==> src/rtl/tick_pkg.sv <==
package tick_pkg;
  localparam int NUM_UNITS = 3;
  localparam int SEL_W     = 2;

  typedef enum logic {
    KIND_COUNT = 1'b0,
    KIND_LIMIT = 1'b1
  } wr_kind_e;
endpackage

==> src/rtl/tick_unit.sv <==
module tick_unit #(
  parameter int CNT_W = 63
) (
  input  logic             clk,
  input  logic             rst,
  input  logic             tick_en,
  input  logic             wr_cnt,
  input  logic             wr_lim,
  input  logic [CNT_W:0]   wr_data,
  output logic [CNT_W:0]   cnt_word,
  output logic             fire_o
);
  localparam int FLAG = CNT_W;

  logic [CNT_W-1:0] cnt_q, lim_q, cnt_inc, cnt_nxt, new_lim;
  logic             trap_q, dis_q, late_q, fire_q, armed;

  assign cnt_inc = cnt_q + 1'b1;
  assign cnt_nxt = wr_cnt  ? wr_data[CNT_W-1:0] :
                   tick_en ? cnt_inc : cnt_q;
  assign new_lim = wr_data[CNT_W-1:0];
  assign armed   = !dis_q && (lim_q != '0);

  always_ff @(posedge clk) begin
    if (rst) begin
      cnt_q  <= '0;
      lim_q  <= '0;
      trap_q <= 1'b1;
      dis_q  <= 1'b1;
      late_q <= 1'b0;
      fire_q <= 1'b0;
    end else begin
      cnt_q  <= cnt_nxt;
      fire_q <= 1'b0;
      if (wr_cnt) trap_q <= wr_data[FLAG];
      if (wr_lim) begin
        lim_q  <= new_lim;
        dis_q  <= wr_data[FLAG];
        late_q <= !wr_data[FLAG] && (new_lim != '0) && (new_lim <= cnt_nxt);
      end else if (tick_en && !wr_cnt && armed) begin
        if (late_q || (cnt_inc == lim_q)) fire_q <= 1'b1;
        late_q <= 1'b0;
      end
    end
  end

  assign cnt_word = {trap_q, cnt_q};
  assign fire_o   = fire_q;

  // one step per tick, wrapping
  assert_tick_step_R4: assert property (@(posedge clk) disable iff (rst)
    (tick_en && !wr_cnt) |=> (cnt_q == CNT_W'($past(cnt_q) + 1'b1)));
  // no tick, no write, no change
  assert_hold_R4: assert property (@(posedge clk) disable iff (rst)
    (!tick_en && !wr_cnt) |=> $stable(cnt_q));
  // a disarmed compare never fires
  assert_no_fire_disarmed_R7: assert property (@(posedge clk) disable iff (rst)
    (!wr_lim && (dis_q || lim_q == '0)) |=> !fire_q);
  // a pending late match fires on the next tick
  assert_late_fires_R8: assert property (@(posedge clk) disable iff (rst)
    (late_q && armed && tick_en && !wr_cnt && !wr_lim) |=> fire_q);
  // a pulse lasts one cycle
  assert_pulse_one_R6: assert property (@(posedge clk) disable iff (rst)
    fire_q |=> !fire_q);
endmodule

==> src/rtl/tick_rd_mux.sv <==
module tick_rd_mux #(
  parameter int N     = 3,
  parameter int W     = 64,
  parameter int SEL_W = 2
) (
  input  logic             clk,
  input  logic             rst,
  input  logic [SEL_W-1:0] sel,
  input  logic [N*W-1:0]   words,
  output logic [W-1:0]     rd_q
);
  logic [W-1:0] pick;

  always_comb begin
    pick = '0;
    for (int i = 0; i < N; i++)
      if (sel == SEL_W'(i)) pick = words[i*W +: W];
  end

  always_ff @(posedge clk) begin
    if (rst) rd_q <= '0;
    else     rd_q <= pick;
  end
endmodule

==> src/rtl/tick_soft_merge.sv <==
module tick_soft_merge #(
  parameter int N = 3
) (
  input  logic [N-1:0] fire,
  output logic         timer_set,
  output logic         stimer_set
);
  logic [N-1:0] sys_mask;

  genvar g;
  generate
    for (g = 0; g < N; g++) begin : g_mask
      assign sys_mask[g] = (g != 0) && fire[g];
    end
  endgenerate

  assign timer_set  = fire[0];
  assign stimer_set = |sys_mask;
endmodule

==> src/rtl/tick_timer_bank.sv <==
module tick_timer_bank #(
  parameter int CNT_W = 63
) (
  input  logic                        clk,
  input  logic                        rst,
  input  logic                        tick_en,
  input  logic                        wr_en,
  input  logic [tick_pkg::SEL_W-1:0]  wr_sel,
  input  logic                        wr_kind,
  input  logic [CNT_W:0]              wr_data,
  input  logic [tick_pkg::SEL_W-1:0]  rd_sel,
  output logic [CNT_W:0]              rd_data,
  output logic                        soft_timer_set,
  output logic                        soft_stimer_set
);
  import tick_pkg::*;
  localparam int WORD_W = CNT_W + 1;
  localparam int N      = NUM_UNITS;

  logic [N*WORD_W-1:0] words;
  logic [N-1:0]        fire;

  genvar u;
  generate
    for (u = 0; u < N; u++) begin : g_unit
      logic hit;
      assign hit = wr_en && (wr_sel == SEL_W'(u));
      tick_unit #(.CNT_W(CNT_W)) u_unit (
        .clk      (clk),
        .rst      (rst),
        .tick_en  (tick_en),
        .wr_cnt   (hit && (wr_kind == KIND_COUNT)),
        .wr_lim   (hit && (wr_kind == KIND_LIMIT)),
        .wr_data  (wr_data),
        .cnt_word (words[u*WORD_W +: WORD_W]),
        .fire_o   (fire[u])
      );
    end
  endgenerate

  tick_rd_mux #(.N(N), .W(WORD_W), .SEL_W(SEL_W)) u_rd (
    .clk   (clk),
    .rst   (rst),
    .sel   (rd_sel),
    .words (words),
    .rd_q  (rd_data)
  );

  tick_soft_merge #(.N(N)) u_merge (
    .fire       (fire),
    .timer_set  (soft_timer_set),
    .stimer_set (soft_stimer_set)
  );

  // the timer line follows only counter 0
  assert_timer_map_R9: assert property (@(posedge clk) disable iff (rst)
    soft_timer_set |-> fire[0]);
  // outputs quiet right after reset
  assert_reset_quiet_R1: assert property (@(posedge clk)
    $past(rst) |-> (!soft_timer_set && !soft_stimer_set));
endmodule

==> config.mk <==
export PLATFORM = sky130hd
export DESIGN_NAME = tick_timer_bank
export DESIGN_NICKNAME = d
export VERILOG_FILES = /design/src/rtl/tick_pkg.sv /design/src/rtl/tick_unit.sv /design/src/rtl/tick_rd_mux.sv /design/src/rtl/tick_soft_merge.sv /design/src/rtl/tick_timer_bank.sv
export SDC_FILE = /design/constraint.sdc
export NUM_CORES = 2
export LEC_CHECK = 0
export BUFFER_PORTS_ARGS = -buffer_cell sky130_fd_sc_hd__buf_2
export CAP_MARGIN = 20
export CORE_MARGIN = 8
export CORE_UTILIZATION = 40
export CTS_CLUSTER_DIAMETER = 50
export DETAILED_ROUTE_END_ITERATION = 7
export GPL_TIMING_DRIVEN = 1
export PLACE_DENSITY = 0.6
export SLEW_MARGIN = 25
export SYNTH_ARGS = -nofsm -noshare
export SYNTH_HDL_FRONTEND = slang
export SYNTH_SLANG_ARGS = --single-unit
==> constraint.sdc <==
create_clock -name clk -period 3.9 [get_ports clk]
set_input_delay 0.195 -clock clk [delete_from_list [all_inputs] [get_ports clk]]
set_output_delay 0.195 -clock clk [all_outputs]
set_load 0.1 [all_outputs]
==> results.md <==
Drt:
- The remaining routing DRC violations is 0.
- The routed via count is 33,600.
- The final layout contains routed wiring with a total length of 143,000 microns.
- The routed length per placed instance is 24.5 microns.
- The detail-routed via count per cell is 5.78.
- The total iterations of the first detailed-routing run is 7.
- In this run, the number of DRC markers left after iteration 0 of detailed routing was 3,416.
- Once detail routing completed, the nets flagged for antenna violations numbered 0.

GRT:
- The initial antenna violation count was 2.
- The leftover overflow at the end of global routing is 0.
- Entering global routing, the biggest net connects 175 pins.
- The via count of the first global-routing pass is 31,500.
- The wire length of the first global-routing pass is 207,000 microns.
- For this run, the total global-route usage over all layers was measured as 0.317.

Finish:
- The multi-input combinational cells in the finished layout cover a total of 21,200 sq um.
- The number of fill cells is 7,734.
- The number of antenna repair diodes is 0.
- The area growth from synthesis to final layout is 27.9%.
- The post-layout instance count excluding filler cells is 5,822.
- The area taken by flip-flops and latches is 9120 sq um.
- After the last flow step, the layout net total stands at 4,991.
- In the final layout, the share of cells above drive strength 1 is 0.208.

Placed design:
- Once detailed placement completed, the half-perimeter wirelength came to 110,000 microns.
- In this run, placement finished with an instance count of 5,635.
- The total of buffers placed on input and output ports is 138.
- The weighted congestion at the end of routability-driven global placement is 1.04.

STA:
- Of the available clock period, the critical path in the final layout requires 1.00.
- The actual slew at the worst max-slew pin is 1.03 ns.
- The count of final setup violators is 1.
- The worst clock skew is 0.0201 ns.
- The number of slew-limit violations in the final report is 0.
- The hold violation total from the final report is 0.
- Subtracting the final worst setup slack from the clock period gives 3.91 ns.
- Adding up every negative setup slack in the final design gives -0.00523 ns.
- The timing-limited maximum frequency is 0.256 GHz.
- Once routing completed, OpenROAD measured the worst setup slack at -0.00523 ns.
- Setup repair after global routing could not meet its margin everywhere.
- The relative slew slack is 0.316.

Yosys:
- Of the synthesized area, sequential elements account for 0.293.
- The net count after synthesis is 4,468.
- The synthesized design contains 454 register bits.
- The count of flip-flops with a built-in enable after synthesis is 0.
- The gate count of the mapped netlist is 4,203.
- The async set or reset register ratio after synthesis is 0.
- The number of unique standard cell types used by synthesis is 79.
- The number of warning messages in the yosys log is 0.
- A synthesized cell averages 7.38 sq um.
- The most frequently used flop master after synthesis is dfxtp_1.
- The synthesized cell area is 31,000 sq um.

Floorplanning:
- The number of top-level design ports is 139.
- After floorplanning, the core was sized to cover 77,100 sq um.
- The floorplan die height is 294 microns.
- The die covers 86,700 sq um.
- The die width is 294 microns.
- The site row count is 102.
- For this configuration, the core starts out at a cell density of 0.402.

Clock tree:
- Buffers inserted during clock tree synthesis total 74.
- The clock tree from TritonCTS is built.
- Clock latency on the worst-skew pair, taken at its later pin, is 0.62 ns.
- The largest buffer count on any clock path is 3.
- The master cell of the clock root buffer is clkbuf_16.
- In this run the number of H-tree levels came out at 3.
- For this design, the sink count on the clock tree is 454.
- After clock tree synthesis, the clock-pin slew on the worst setup and hold paths is 0.06 ns.

Pwr:
- The clock share of power is 0.503.
- The total power divided by cell area is 343 nW/um^2.
- Of the total power, combinational logic draws 0.141.
- In this run the power spent charging and discharging nets is 3.92 mW.
- The standby leakage power is 15.8 nW.
- Of the total power, the share spent switching nets is 0.288.
- Of the total power, registers draw 0.356.
- The worst-case IR drop observed on VDD is 0.449 mV.
- Cell internal power was estimated by the tool at 9.69 mW.

Worst setup path:
- The arrival time reported for the critical path endpoint is 4.36 ns.
- The worst setup path is launched from a register.
- The worst setup path is of the reg2reg kind.
- Of all nets on the critical path, the largest fanout is 5.
- STA classifies the critical path endpoint as a register.
- STA puts the critical path data required time at 4.36 ns.

Min path:
- The type of the most critical hold path is in2reg.

Run status:
- The final reports fail on setup timing.
- The run finished, with violations left.

Run:
- Across the run, the number of max-cap violations was 0.
[cell type report]
class / instances / area share
multi-input combinational: 3438 / 0.535
clock inverter: 43 / 0.0133
inverter: 19 / 0.00180
tap: 1040 / 0.0328
clock buffer: 89 / 0.0507
timing repair buffer: 739 / 0.137
sequential: 454 / 0.230
[power by group through the flow]
stage / clock network [mW] / registers (mW) / logic (mW)
floorplan: 0 / 4.97 / 0.976
global placement: 0 / 4.94 / 1.80
detailed placement: 0 / 4.94 / 1.81
CTS: 6.92 / 4.84 / 1.85
global route: 7.14 / 4.86 / 2.05
finish: 6.84 / 4.85 / 1.92
[layout by cell type (no fill, tap or decap), drive strengths merged, types with 76 or more instances in the layout]
cell    count
buf       705
nor2      601
nand2     590
a21oi     530
dfxtp     454
xnor2     255
ha        192
xor2      183
nand4     176
nand3     139
nor4      137
o21ai      97
clkbuf     89
mux2i      79
nor3       76
[registers in the layout, indices dropped and copies added (netlist names)]
signal / flops
g_unit.u_unit.cnt_q: 189
g_unit.u_unit.late_q: 3
g_unit.u_unit.fire_o: 3
g_unit.u_unit.lim_q: 189
u_rd.rd_q: 64
g_unit.u_unit.dis_q: 3
g_unit.u_unit.trap_q: 3
[routing by layer]
| layer | GRT usage | wire, microns | vias to the layer above |
|---|---|---|---|
| met3 | 0.0522 | 10800 | 365 |
| li1 | - | - | 15800 |
| met4 | 0.145 | 7910 | 2 |
| met5 | 0 | 11 | - |
| met2 | 0.503 | 63200 | 1443 |
| met1 | 0.419 | 60800 | 16000 |
[synth_stat cells, drive strengths merged, types with 11 or more instances]
master / n / share of area
nor2: 601 / 0.073
nand2: 590 / 0.071
a21oi: 530 / 0.086
dfxtp: 454 / 0.29
xnor2: 255 / 0.072
clkbuf: 213 / 0.027
ha: 192 / 0.077
xor2: 183 / 0.052
nand4: 176 / 0.037
nand3: 139 / 0.022
nor4: 137 / 0.030
o21ai: 97 / 0.016
buf: 79 / 0.013
mux2i: 79 / 0.026
nor3: 76 / 0.012
a21o: 75 / 0.018
or3: 51 / 0.010
and3: 36 / 0.0074
and4: 21 / 0.0060
nor2b: 21 / 0.0042
inv: 19 / 0.0023
and2: 18 / 0.0037
or4: 17 / 0.0044
a31oi: 16 / 0.0032
nand3b: 16 / 0.0039
o211ai: 11 / 0.0027
[worst max-delay path: stages, from the launching register on]
cell      delay (ns)
dfxtp_1         0.34
nand4_1         0.13
or4_1           0.55
buf_6           0.17
nor3_4          0.22
nand3_2         0.14
buf_4           0.17
or3_1           0.30
a21oi_1         0.17
a21oi_1         0.08
ha_1            0.32
nand4_1         0.22
nor2_2          0.20
nand4b_1        0.19
a211oi_2        0.25
nor3_1          0.07
a21oi_1         0.14
o31ai_1         0.08
[cells by family after synthesis]
family | after synthesis | synth area share
simple gates | 1935 | 0.295
compound gates | 791 | 0.142
xor+xnor | 438 | 0.124
fa+ha+maj | 193 | 0.0778
buf+inv | 311 | 0.0423
mux | 81 | 0.0262
flops | 454 | 0.293
[worst paths after layout]
path	slack (ns)	end	cells after the start	from
worst max-delay path	-0.005	g_unit[0].u_unit.late_q$_SDFFE_PP0P_	17	g_unit[0].u_unit.cnt_q[7]$_SDFF_PP0_
worst min-delay path	0.03	g_unit[2].u_unit.lim_q[51]$_SDFFE_PP0P_	3	wr_data[51]
worst max register to register	-0.005	g_unit[0].u_unit.late_q$_SDFFE_PP0P_	17	g_unit[0].u_unit.cnt_q[7]$_SDFF_PP0_
worst min register to register	0.48	g_unit[1].u_unit.dis_q$_SDFFE_PP1P_	2	g_unit[1].u_unit.dis_q$_SDFFE_PP1P_
[repair_timing]
action	CTS	global route
setup buffers	2	19
endpoints found under the hold margin	111	1
pin swaps	7	75
hold buffers	33	1
gates resized for setup	38	123
setup endpoints to repair	4	4
[per-stage QoR]
step	total power [mW]	instance area [sq um]	utilization	hold slack, ns	setup WS (ns)
after global placement	6.74	36000	0.467	0.454	-0.241
after floorplan	5.95	31000	-	0.316	0.0242
after CTS	13.6	39000	0.506	0.00148	0.0000933
after global routing	14.0	39700	0.515	0.00948	-0.166
final	13.6	39700	0.515	0.0304	-0.00523
after detailed placement	6.75	36000	0.467	0.457	-0.253
(Power assumes the default switching activity.)
